[config.mk]
export PLATFORM = sky130hd
export DESIGN_NAME = pwm_timebase
export DESIGN_NICKNAME = d
export VERILOG_FILES = /design/src/rtl/pwm_tbase_pkg.sv /design/src/rtl/pwm_tbase_divstage.sv /design/src/rtl/pwm_tbase_presc.sv /design/src/rtl/pwm_tbase_count.sv /design/src/rtl/pwm_tbase_regs.sv /design/src/rtl/pwm_timebase.sv
export SDC_FILE = /design/constraint.sdc
export NUM_CORES = 1
export LEC_CHECK = 0
export ABC_AREA = 0
export BUFFER_PORTS_ARGS = -buffer_cell sky130_fd_sc_hd__buf_2
export CORE_MARGIN = 3
export CORE_UTILIZATION = 55
export DETAILED_ROUTE_END_ITERATION = 16
export PLACE_DENSITY = 0.78
export SLEW_MARGIN = 20
export SYNTH_ARGS = -nofsm -noshare
export SYNTH_HDL_FRONTEND = slang
export SYNTH_SLANG_ARGS = --single-unit
[constraint.sdc]
create_clock -name clk -period 4.6 [get_ports clk]
set_input_delay 0.23 -clock clk [delete_from_list [all_inputs] [get_ports clk]]
set_output_delay 0.23 -clock clk [all_outputs]
set_load 0.1 [all_outputs]
[src/rtl/pwm_tbase_pkg.sv]
package pwm_tbase_pkg;

    localparam int REG_W       = 16;
    localparam int POW_CODE_W  = 3;
    localparam int EVEN_CODE_W = 3;
    // widest stage-one limit is 2^7 - 1, widest stage-two limit is 13
    localparam int POW_CNT_W   = (2 ** POW_CODE_W) - 1;
    localparam int EVEN_CNT_W  = $clog2(2 * ((2 ** EVEN_CODE_W) - 1) + 1);

    // control field positions
    localparam int F_SUSP_LO = 14;
    localparam int F_POW_LO  = 10;
    localparam int F_EVEN_LO = 7;
    localparam int F_IMM     = 3;
    localparam int F_MODE_LO = 0;

    localparam logic [REG_W-1:0] CTRL_RMASK = 16'hDF8B;

    // byte offsets
    localparam int OFS_CTRL = 'h00;
    localparam int OFS_STAT = 'h02;
    localparam int OFS_CNT  = 'h08;
    localparam int OFS_PRD  = 'h0A;

    typedef enum logic [1:0] {
        MODE_UP   = 2'd0,
        MODE_DOWN = 2'd1,
        MODE_UPDN = 2'd2,
        MODE_HOLD = 2'd3
    } cnt_mode_e;

    typedef enum logic [1:0] {
        HALT_NOW   = 2'd0,
        HALT_CYCLE = 2'd1,
        HALT_NONE  = 2'd2,
        HALT_NONE2 = 2'd3
    } halt_pol_e;

    typedef struct packed {
        halt_pol_e              halt;
        logic [POW_CODE_W-1:0]  pow_code;
        logic [EVEN_CODE_W-1:0] even_code;
        logic                   prd_imm;
        cnt_mode_e              mode;
    } tb_cfg_t;

    localparam tb_cfg_t CFG_RESET = '{halt: HALT_NOW, pow_code: '0,
                                      even_code: '0, prd_imm: 1'b0,
                                      mode: MODE_HOLD};

    function automatic logic [POW_CNT_W-1:0] pow_limit(input logic [POW_CODE_W-1:0] c);
        logic [POW_CNT_W:0] full;
        full = ((POW_CNT_W+1)'(1) << c) - (POW_CNT_W+1)'(1);
        return full[POW_CNT_W-1:0];
    endfunction

    function automatic logic [EVEN_CNT_W-1:0] even_limit(input logic [EVEN_CODE_W-1:0] c);
        if (c == '0) return '0;
        return EVEN_CNT_W'({c, 1'b0}) - EVEN_CNT_W'(1);
    endfunction

    function automatic tb_cfg_t unpack_ctrl(input logic [REG_W-1:0] w);
        tb_cfg_t c;
        c.halt      = halt_pol_e'(w[F_SUSP_LO +: 2]);
        c.pow_code  = w[F_POW_LO +: POW_CODE_W];
        c.even_code = w[F_EVEN_LO +: EVEN_CODE_W];
        c.prd_imm   = w[F_IMM];
        c.mode      = cnt_mode_e'(w[F_MODE_LO +: 2]);
        return c;
    endfunction

    function automatic logic [REG_W-1:0] pack_ctrl(input tb_cfg_t c);
        logic [REG_W-1:0] w;
        w = '0;
        w[F_SUSP_LO +: 2]           = c.halt;
        w[F_POW_LO +: POW_CODE_W]   = c.pow_code;
        w[F_EVEN_LO +: EVEN_CODE_W] = c.even_code;
        w[F_IMM]                    = c.prd_imm;
        w[F_MODE_LO +: 2]           = c.mode;
        return w;
    endfunction

endpackage

[src/rtl/pwm_tbase_divstage.sv]
module pwm_tbase_divstage #(
    parameter int W = 4
) (
    input  logic         clk,
    input  logic         rst,
    input  logic         en,
    input  logic [W-1:0] lim,
    output logic         wrap
);
    logic [W-1:0] cnt_q;

    // wrap on >= so that a smaller limit written mid-count recovers at once
    assign wrap = (cnt_q >= lim);

    always_ff @(posedge clk) begin
        if (rst) begin
            cnt_q <= '0;
        end else if (en) begin
            if (wrap) cnt_q <= '0;
            else      cnt_q <= cnt_q + W'(1);
        end
    end


    stage_wrap_chk: assert property (@(posedge clk) disable iff (rst)
        (en && wrap) |=> (cnt_q == '0));

endmodule

[src/rtl/pwm_tbase_presc.sv]
module pwm_tbase_presc
    import pwm_tbase_pkg::*;
(
    input  logic                   clk,
    input  logic                   rst,
    input  logic [POW_CODE_W-1:0]  pow_code,
    input  logic [EVEN_CODE_W-1:0] even_code,
    output logic                   tick
);
    localparam int NSTAGE = 2;

    logic [NSTAGE-1:0] st_en;
    logic [NSTAGE-1:0] st_wrap;

    assign st_en[0] = 1'b1;

    for (genvar s = 0; s < NSTAGE; s++) begin : g_stage
        if (s == 0) begin : g_pow
            pwm_tbase_divstage #(.W(POW_CNT_W)) u_div (
                .clk (clk),
                .rst (rst),
                .en  (st_en[s]),
                .lim (pow_limit(pow_code)),
                .wrap(st_wrap[s])
            );
        end else begin : g_even
            assign st_en[s] = st_en[s-1] & st_wrap[s-1];
            pwm_tbase_divstage #(.W(EVEN_CNT_W)) u_div (
                .clk (clk),
                .rst (rst),
                .en  (st_en[s]),
                .lim (even_limit(even_code)),
                .wrap(st_wrap[s])
            );
        end
    end

    assign tick = st_en[NSTAGE-1] & st_wrap[NSTAGE-1];

endmodule

[src/rtl/pwm_tbase_count.sv]
module pwm_tbase_count
    import pwm_tbase_pkg::*;
#(
    parameter int CNT_W = 16
) (
    input  logic             clk,
    input  logic             rst,
    input  logic             tick,
    input  cnt_mode_e        mode,
    input  halt_pol_e        halt,
    input  logic             suspend_in,
    input  logic [CNT_W-1:0] prd,
    input  logic             cnt_wr,
    input  logic [CNT_W-1:0] cnt_wdata,
    output logic [CNT_W-1:0] cnt,
    output logic             dir_up,
    output logic             evt_zero,
    output logic             evt_prd,
    output logic             reload
);
    logic [CNT_W-1:0] cnt_q, nxt;
    logic             dir_q, ndir;
    logic             evt_zero_q, evt_prd_q;
    logic             halted, step;

    always_comb begin
        halted = 1'b0;
        if (suspend_in) begin
            unique case (halt)
                HALT_NOW:   halted = 1'b1;
                HALT_CYCLE: halted = (cnt_q == '0);
                default:    halted = 1'b0;
            endcase
        end
    end

    assign step = tick && (mode != MODE_HOLD) && !halted && !cnt_wr;

    always_comb begin
        nxt  = cnt_q;
        ndir = dir_q;
        unique case (mode)
            MODE_UP: begin
                nxt  = (cnt_q >= prd) ? '0 : cnt_q + CNT_W'(1);
                ndir = 1'b1;
            end
            MODE_DOWN: begin
                nxt  = (cnt_q == '0) ? prd : cnt_q - CNT_W'(1);
                ndir = 1'b0;
            end
            MODE_UPDN: begin
                if (dir_q)
                    nxt = (cnt_q >= prd) ? ((cnt_q == '0) ? '0 : cnt_q - CNT_W'(1))
                                         : cnt_q + CNT_W'(1);
                else
                    nxt = (cnt_q == '0) ? ((prd == '0) ? '0 : CNT_W'(1))
                                        : cnt_q - CNT_W'(1);
                if (nxt == '0)      ndir = 1'b1;
                else if (nxt >= prd) ndir = 1'b0;
                else                 ndir = dir_q;
            end
            default: begin
                nxt  = cnt_q;
                ndir = dir_q;
            end
        endcase
    end

    assign reload = step && (nxt == '0);

    always_ff @(posedge clk) begin
        if (rst) begin
            cnt_q      <= '0;
            dir_q      <= 1'b1;
            evt_zero_q <= 1'b0;
            evt_prd_q  <= 1'b0;
        end else begin
            evt_zero_q <= reload;
            evt_prd_q  <= step && (nxt == prd);
            if (cnt_wr) begin
                cnt_q <= cnt_wdata;
            end else if (step) begin
                cnt_q <= nxt;
                dir_q <= ndir;
            end
        end
    end

    assign cnt      = cnt_q;
    assign dir_up   = dir_q;
    assign evt_zero = evt_zero_q;
    assign evt_prd  = evt_prd_q;


    hold_mode_chk: assert property (@(posedge clk) disable iff (rst)
        (mode == MODE_HOLD && !cnt_wr) |=> $stable(cnt_q));


    no_tick_hold_chk: assert property (@(posedge clk) disable iff (rst)
        (!tick && !cnt_wr) |=> $stable(cnt_q));


    halt_now_chk: assert property (@(posedge clk) disable iff (rst)
        (suspend_in && halt == HALT_NOW && !cnt_wr) |=> $stable(cnt_q));


    zero_evt_chk: assert property (@(posedge clk) disable iff (rst)
        evt_zero_q |-> (cnt_q == '0));


    updn_turn_chk: assert property (@(posedge clk) disable iff (rst)
        (evt_prd_q && $past(mode) == MODE_UPDN && $past(prd) != '0) |-> !dir_q);

endmodule

[src/rtl/pwm_tbase_regs.sv]
module pwm_tbase_regs
    import pwm_tbase_pkg::*;
#(
    parameter int CNT_W  = 16,
    parameter int ADDR_W = 6
) (
    input  logic              clk,
    input  logic              rst,
    input  logic              wr_en,
    input  logic [ADDR_W-1:0] addr,
    input  logic [REG_W-1:0]  wdata,
    input  logic [CNT_W-1:0]  cnt,
    input  logic              dir_up,
    input  logic              reload,
    output tb_cfg_t           cfg,
    output logic [CNT_W-1:0]  prd_act,
    output logic              cnt_wr,
    output logic [CNT_W-1:0]  cnt_wdata,
    output logic [REG_W-1:0]  rdata
);
    localparam logic [ADDR_W-1:0] A_CTRL = ADDR_W'(OFS_CTRL);
    localparam logic [ADDR_W-1:0] A_STAT = ADDR_W'(OFS_STAT);
    localparam logic [ADDR_W-1:0] A_CNT  = ADDR_W'(OFS_CNT);
    localparam logic [ADDR_W-1:0] A_PRD  = ADDR_W'(OFS_PRD);

    tb_cfg_t          ctrl_q;
    logic [CNT_W-1:0] prd_sh_q, prd_act_q;
    logic             ctrl_wr, prd_wr;

    assign ctrl_wr   = wr_en && (addr == A_CTRL);
    assign prd_wr    = wr_en && (addr == A_PRD);
    assign cnt_wr    = wr_en && (addr == A_CNT);
    assign cnt_wdata = CNT_W'(wdata);

    always_ff @(posedge clk) begin
        if (rst) begin
            ctrl_q    <= CFG_RESET;
            prd_sh_q  <= '0;
            prd_act_q <= '0;
        end else begin
            if (ctrl_wr) ctrl_q <= unpack_ctrl(wdata);
            if (prd_wr) begin
                prd_sh_q <= CNT_W'(wdata);
                if (ctrl_q.prd_imm) prd_act_q <= CNT_W'(wdata);
            end
            if (reload && !(prd_wr && ctrl_q.prd_imm)) prd_act_q <= prd_sh_q;
        end
    end

    always_comb begin
        unique case (addr)
            A_CTRL:  rdata = pack_ctrl(ctrl_q) & CTRL_RMASK;
            A_STAT:  rdata = REG_W'(dir_up);
            A_CNT:   rdata = REG_W'(cnt);
            A_PRD:   rdata = REG_W'(prd_sh_q);
            default: rdata = '0;
        endcase
    end

    assign cfg     = ctrl_q;
    assign prd_act = prd_act_q;


    prd_update_chk: assert property (@(posedge clk) disable iff (rst)
        (prd_act_q != $past(prd_act_q)) |->
            ($past(reload) || ($past(prd_wr) && $past(ctrl_q.prd_imm))));

endmodule

[src/rtl/pwm_timebase.sv]
module pwm_timebase
    import pwm_tbase_pkg::*;
#(
    parameter int CNT_W  = 16,
    parameter int ADDR_W = 6
) (
    input  logic              clk,
    input  logic              rst,
    input  logic              wr_en,
    input  logic [ADDR_W-1:0] addr,
    input  logic [REG_W-1:0]  wdata,
    output logic [REG_W-1:0]  rdata,
    input  logic              suspend_in,
    output logic [CNT_W-1:0]  cnt_o,
    output logic              dir_up_o,
    output logic              evt_zero_o,
    output logic              evt_prd_o
);
    tb_cfg_t          cfg;
    logic [CNT_W-1:0] prd_act, cnt, cnt_wdata;
    logic             cnt_wr, reload, tick, dir_up;

    pwm_tbase_regs #(.CNT_W(CNT_W), .ADDR_W(ADDR_W)) u_regs (
        .clk      (clk),
        .rst      (rst),
        .wr_en    (wr_en),
        .addr     (addr),
        .wdata    (wdata),
        .cnt      (cnt),
        .dir_up   (dir_up),
        .reload   (reload),
        .cfg      (cfg),
        .prd_act  (prd_act),
        .cnt_wr   (cnt_wr),
        .cnt_wdata(cnt_wdata),
        .rdata    (rdata)
    );

    pwm_tbase_presc u_presc (
        .clk      (clk),
        .rst      (rst),
        .pow_code (cfg.pow_code),
        .even_code(cfg.even_code),
        .tick     (tick)
    );

    pwm_tbase_count #(.CNT_W(CNT_W)) u_count (
        .clk       (clk),
        .rst       (rst),
        .tick      (tick),
        .mode      (cfg.mode),
        .halt      (cfg.halt),
        .suspend_in(suspend_in),
        .prd       (prd_act),
        .cnt_wr    (cnt_wr),
        .cnt_wdata (cnt_wdata),
        .cnt       (cnt),
        .dir_up    (dir_up),
        .evt_zero  (evt_zero_o),
        .evt_prd   (evt_prd_o),
        .reload    (reload)
    );

    assign cnt_o    = cnt;
    assign dir_up_o = dir_up;

endmodule

==> flow_summary.toml, run 1 <==
[floorplanning]
ios = 61
core_area_um2 = 11700
die_w_um = 117
die_height_um = 117
rows = 39
dieArea_um2 = 13600
initial_core_util_pct = 57.6

[setup_path]
rr_endpoint = "u_regs.prd_act[9]$_SDFFE_PP0P_"
worstSetupPathType = "reg2reg"
arrival_ns = 4.54
r2r_slack_ns = 0.30
crit_start = "u_count.cnt[9]$_SDFFE_PP0P_"
critical_path_required_ns = 4.84
endpoint = "u_regs.prd_act[9]$_SDFFE_PP0P_"
rr_worst_depth = 13
crit_fanout = 16
cp-start-kind = "register"
r2r_start = "u_count.cnt[9]$_SDFFE_PP0P_"
endpoint_kind = "register"

[route]
drcViolationCount = 0
ant_nets = 0
drt-vias-per-instance = 6.68
wire_per_inst_um = 21.8
wl_mm = 23.9
dr.pass1.iters = 6
vias = 7323
drt_iter0_markers = 922

[sta]
rsz0062_at_grt = "no"
skew_ns = 0.00635
layout_min_cycle_time_ns = 4.30
setup_viol = 0
fmax_mhz = 232
setup_tns_ns = 0
timing.final.crit_share_pct = 93.6
slew_viol_final = 0
worst_slew_pin_slew_ns = 0.999
hold_viol_final = 0
relSlewSlack_pct = 32.4

[logic_synthesis]
synthFlopType = "dfxtp_1"
synth_area_um2 = 6720
ys_warn_count = 0
ys_seq_elements = 73
yosysUniqueCellTypes = 74
syn-instance-count = 904
syn_avg_cell_area_um2 = 7.43
async_flop_share_pct = 0
syn_nets = 981
synth_edf_count = 0
seq_area_frac_synth_pct = 21.7

[placement]
portBuffers = 60
place.gp.congestion = 1.03
dp_hpwl_mm = 17.9

[clock_network]
cts_tree = "yes"
post_cts_resize_count = 0
root_buffer = "clkbuf_16"
hold_buffers = 0
cts_buffers = 9
cts_setup_buffers = 0
htree_levels = 3
clk_pin_slew_ns = 0.06
cts_sinks = 73
clk_path_buf_depth = 2
worstSkewPairLatency_ns = 0.34

[power]
power_w = 0.00174
clock_power_share_pct = 41.4
sw_frac_of_total_pct = 29.7
leakage_nw = 3.13
p_comb_share_pct = 21.8
ir_drop_uv = 224
power_frac_seq_pct = 36.8
cellPowerDensity_nw_per_um2 = 230
intPower_w = 0.00122
p_switching_w = 0.000516

[run_status]
status = "finished clean"

[global_routing]
grt_overflow = 0
grt_use_total_pct = 35.7
antenna_found_initial = 0
grt_pass1_vias = 6778
grt_start_max_net_pins = 68
grt_pass1_wl_mm = 37.7

[min_path]
min_path_type = "in2reg"

[cells_and_area]
nNetsFinal = 1025
diodes = 0
final_layout_size_suffix_gt1_share_pct = 15.4
fillers = 1063
layout.area.seq_um2 = 1460
synthToLayoutAreaGrowth_pct = 12.4
multiInputGateArea_um2 = 4810

[flow_run]
maxCapViolCount = 0
-- cells in the mapped netlist, types with 5 or more instances --
master	number	share of area, %
nor2_1	116	6.5
a21oi_1	76	5.7
dfxtp_1	73	22
nand2_1	64	3.6
clkbuf_1	57	3.2
ha_1	51	9.5
mux2i_1	47	7.0
inv_1	42	2.3
xnor2_1	35	4.6
o21ai_0	31	2.3
a211oi_1	27	3.0
a31oi_1	20	1.9
nand3_1	20	1.5
nand4_1	19	1.8
nor3_1	19	1.4
a21o_1	15	1.7
nor4_1	15	1.4
or3_1	12	1.1
xor2_1	11	1.4
nand2b_1	10	0.93
o21ai_1	8	0.60
o31ai_1	8	0.89
or2_2	8	0.74
or4_1	7	0.78
and2_1	6	0.56
buf_2	6	0.45
nor2b_1	6	0.56
o211ai_1	6	0.67
a211o_1	5	0.65
-- worst max-delay path, stage by stage (launching register included) --
cell and delay (ns):
dfxtp_1 0.38, buf_4 0.21, nor4_1 0.54, nand4_1 0.42, nor2_1 0.31, buf_4 0.29, a221oi_1 0.13, o21ai_0 0.22
o311ai_1 0.32, a2111oi_4 0.48, and4_1 0.26, buf_4 0.23, a31oi_1 0.13, a211oi_1 0.27
-- sequential cells by signal, summed over array words and instances, names as in the netlist --
register                            count
u_count.cnt                            16
u_regs.prd_act                         16
u_regs.prd_sh_q                        16
u_regs.cfg                             11
u_presc.g_stage.g_pow.u_div.cnt_q       7
u_presc.g_stage.g_even.u_div.cnt_q      4
u_count.dir_up                          1
u_count.evt_prd                         1
u_count.evt_zero                        1
-- placed cells by master (no fill, tap or decap), drive strengths merged, types with 3 or more instances in the layout --
cell / n
ha: 51
a31oi: 21
inv: 42
a21o: 15
nand2b: 10
or3: 12
and3: 4
nand2: 64
mux2: 3
a211o: 5
a21oi: 77
and2: 6
nor2: 116
nor2b: 6
xnor2: 35
a2bb2oi: 3
o21ai: 39
o22ai: 4
nand3: 20
nand4: 19
a211oi: 27
o311ai: 4
xor2: 11
mux2i: 47
o31ai: 10
nor3: 19
or4: 8
o211ai: 6
nor4: 17
o21a: 4
clkbuf: 12
a22oi: 3
o211a: 3
and4: 4
a41oi: 3
a221oi: 3
dfxtp: 73
or2: 10
buf: 104
-- worst min-delay path by stage --
stage	startpoint	end	slack [ns]	cells past startpoint
finish	wdata[6]	u_count.cnt[6]$_SDFFE_PP0P_	0.16	3
global placement	u_presc.g_stage[0].g_pow.u_div.cnt_q[0]$_SDFF_PP0_	u_presc.g_stage[0].g_pow.u_div.cnt_q[0]$_SDFF_PP0_	0.44	1
global route	wdata[2]	u_regs.prd_sh_q[2]$_SDFFE_PP0P_	0.17	3
detailed placement	u_presc.g_stage[0].g_pow.u_div.cnt_q[0]$_SDFF_PP0_	u_presc.g_stage[0].g_pow.u_div.cnt_q[0]$_SDFF_PP0_	0.46	1
floorplan	wdata[0]	u_regs.prd_sh_q[0]$_SDFFE_PP0P_	0.37	2
CTS	wdata[2]	u_regs.prd_sh_q[2]$_SDFFE_PP0P_	0.16	3
-- power groups by stage --
stage / clock network, W / registers (W) / logic (W)
2_1_floorplan: 0 / 0.000662 / 0.000248
3_3_place_gp: 0 / 0.000653 / 0.000368
3_5_place_dp: 0 / 0.000653 / 0.000366
4_1_cts: 0.000723 / 0.000640 / 0.000368
5_1_grt: 0.000753 / 0.000640 / 0.000408
6_report: 0.000720 / 0.000640 / 0.000379
-- cells by family (layout without fill, tap and decap cells) --
group | after synthesis | count (layout) | share of synthesized area, %
flip-flops | 73 | 73 | 21.7
XOR/XNOR | 46 | 46 | 6.00
multiplexers | 51 | 51 | 7.84
AND/OR/NAND/NOR | 323 | 323 | 23.6
AO/OA/AOI/OAI | 247 | 247 | 24.5
adder cells (fa/ha/maj) | 51 | 51 | 9.50
buffers and inverters | 113 | 162 | 6.81
-- metrics by stage --
stage / worst slack (ns) / instances / area, um2 / utilization, % / hold WS, ns
2_1_floorplan: 0.126 / 904 / 6720 / - / 0.366
3_3_place_gp: 0.412 / 1080 / 7240 / 62.1 / 0.443
3_5_place_dp: 0.485 / 1080 / 7240 / 62.1 / 0.461
4_1_cts: 0.414 / 1096 / 7550 / 64.7 / 0.155
5_1_grt: 0.0596 / 1096 / 7550 / 64.7 / 0.165
6_report: 0.297 / 1096 / 7550 / 64.7 / 0.161
-- final cells by class --
| type | count | share of cell area (%) |
|---|---|---|
| sequential | 73 | 19.4 |
| clock inverter | 4 | 0.679 |
| tap | 143 | 2.37 |
| multi-input combinational | 718 | 63.7 |
| inverter | 42 | 2.09 |
| clock buffer | 12 | 3.40 |
| timing repair buffer | 104 | 8.35 |
-- layer usage --
layer	wire length, um	vias up	GRT usage [%]	part of all wire (%)
met2	10500	436	54.5	44
met1	10000	3429	50.0	42
met5	0	-	0	0
met4	838	0	13.7	3.5
met3	2500	77	6.79	10
li1	-	3381	-	-
No activity file was read; power rests on OpenSTA's default activity.
==> inputs of run 2 (changes only) <==
--- a/config.mk
+++ b/config.mk
@@ -6,8 +6,7 @@
 export NUM_CORES = 1
 export LEC_CHECK = 0
 export ABC_AREA = 0
-export BUFFER_PORTS_ARGS = -buffer_cell sky130_fd_sc_hd__buf_2
-export CORE_MARGIN = 3
+export BUFFER_PORTS_ARGS = -buffer_cell sky130_fd_sc_hd__buf_4
 export CORE_UTILIZATION = 55
 export DETAILED_ROUTE_END_ITERATION = 16
 export PLACE_DENSITY = 0.78
==> run 2 against run 1 <==
Net effect:
- non-clock buffer count grew 6
- largest cell class unchanged
- global-route usage grew 2.0 points
- critical endpoint is now u_regs.prd_act[2]$_SDFFE_PP0P_
- die area shrank 6.7%
- final cell count grew 0.91%
- highest routed layer unchanged
- largest power group unchanged
- critical path type unchanged
==> flow_summary.toml, run 2 (same netlist as run 1, synthesis figures left out) <==
[cells_and_area]
layout_commonest_cell = "nor2_1"
synthToLayoutAreaGrowth_pct = 15.5
fillers = 1075
final_layout_size_suffix_gt1_share_pct = 16.0
diodes = 0
final_cell_mix = "nor2_1 (116), buf_4 (110), a21oi_1 (76), dfxtp_1 (71), nand2_1 (64)"
nNetsFinal = 1031

[floorplanning]
dieArea_um2 = 12700
die_w_um = 113
core_area_um2 = 12000
initial_core_util_pct = 56.2
rows = 40
die_height_um = 113
ios = 61

[min_path]
min_path_cells = 3
min_path_type = "in2reg"

[sta]
setup_tns_ns = 0
layout_min_cycle_time_ns = 4.47
setup_ws_ns = 0.132
slew_viol_final = 0
setup_viol = 0
hold_viol_final = 0
timing.final.crit_share_pct = 97.1
skew_ns = 0.00428
holdWs_ns = 0.139
rsz0062_at_grt = "no"
worst_slew_pin_slew_ns = 0.937
fmax_mhz = 224
relSlewSlack_pct = 37.3

[route]
vias = 7293
drt_iter0_markers = 897
ant_nets = 0
drt-vias-per-instance = 6.59
wire_per_inst_um = 21.4
drcViolationCount = 0
dr.pass1.iters = 5
wl_mm = 23.6

[power]
ir_drop_uv = 247
power_w = 0.00180
leakage_nw = 3.18
cellPowerDensity_nw_per_um2 = 232

[setup_path]
crit_family = "compound AO/OA/AOI/OAI gates"
max_stage_delay_ns = 0.75
endpoint_kind = "register"
critical_path_required_ns = 4.86
worstSetupPathType = "reg2reg"
crit_buf_inv = 1
path_depth = 12
arrival_ns = 4.73
crit_chain = "ha_1 -> nor2b_1 -> o211a_1 -> o31ai_2 -> nand3_1 -> buf_4 -> a32oi_1 -> o21ai_0 -> o211ai_1 -> and4_1 -> a31oi_1 -> a211oi_1"
cp_slowest_cell = "and4_1"
cp-start-kind = "register"
rr_worst_depth = 12
crit_fanout = 16

[clock_network]
cts_tree = "yes"
clk_pin_slew_ns = 0.06
worstSkewPairLatency_ns = 0.35
cts_buffers = 9
cts_setup_buffers = 0
cts_sinks = 73
post_cts_resize_count = 0
hold_buffers = 0
clk_path_buf_depth = 2
htree_levels = 3
root_buffer = "clkbuf_16"

[global_routing]
grt_overflow = 0
grt_pass1_vias = 6634
grt_use_total_pct = 37.7
antenna_found_initial = 0
grt_start_max_net_pins = 68
grt_pass1_wl_mm = 36.7

[placement]
post-place-ws_ns = 0.366
dp_hpwl_mm = 17.7
portBuffers = 60
place.gp.congestion = 1.05

[run_status]
status = "finished clean"

[flow_run]
maxCapViolCount = 0
[run 2: path summary, 6_finish.rpt]
| path | startpoint | endpoint | slack (ns) |
|---|---|---|---|
| max | u_count.cnt[1]$_SDFFE_PP0P_ | u_regs.prd_act[2]$_SDFFE_PP0P_ | 0.13 |
| max reg2reg | u_count.cnt[1]$_SDFFE_PP0P_ | u_regs.prd_act[2]$_SDFFE_PP0P_ | 0.13 |
| min | wdata[13] | u_count.cnt[13]$_SDFFE_PP0P_ | 0.14 |
| min reg2reg | u_presc.g_stage[0].g_pow.u_div.cnt_q[0]$_SDFF_PP0_ | u_presc.g_stage[0].g_pow.u_div.cnt_q[0]$_SDFF_PP0_ | 0.47 |
[run 2: worst register-to-register path: stages, from the launching register on]
cell      delay [ns]
dfxtp_2         0.48
ha_1            0.29
nor2b_1         0.13
o211a_1         0.24
o31ai_2         0.55
nand3_1         0.22
buf_4           0.21
a32oi_1         0.22
o21ai_0         0.21
o211ai_1        0.58
and4_1          0.75
a31oi_1         0.21
a211oi_1        0.28
[run 2: stage by stage]
stage / cell area (um2) / util (%) / cells
2_1_floorplan: 6720 / - / 904
3_3_place_gp: 7440 / 62.2 / 1090
3_5_place_dp: 7440 / 62.2 / 1090
4_1_cts: 7760 / 64.9 / 1106
5_1_grt: 7760 / 64.9 / 1106
6_report: 7760 / 64.9 / 1106
[run 2: routing by layer]
layer	vias up	track usage, %	part of all wire (%)
met3	95	9.02	11
met4	0	19.2	4.7
met5	-	0	0
li1	3393	-	-
met1	3338	50.1	41
met2	467	56.9	43
[run 2: final cells by class]
| type | count | area [um2] | area share [%] |
|---|---|---|---|
| Multi-Input combinational cell | 718 | 4810 | 62.0 |
| Clock buffer | 10 | 229 | 2.95 |
| Sequential cell | 73 | 1460 | 18.9 |
| Timing Repair Buffer | 110 | 826 | 10.6 |
| Tap cell | 147 | 184 | 2.37 |
| Inverter | 42 | 158 | 2.03 |
| Clock inverter | 6 | 90.1 | 1.16 |
[run 2: where the power goes]
part	switching [W]	internal, W
clock network	0.000297	0.000477
registers	0.00000515	0.000635
logic	0.000240	0.000147
total	0.000542	0.00126
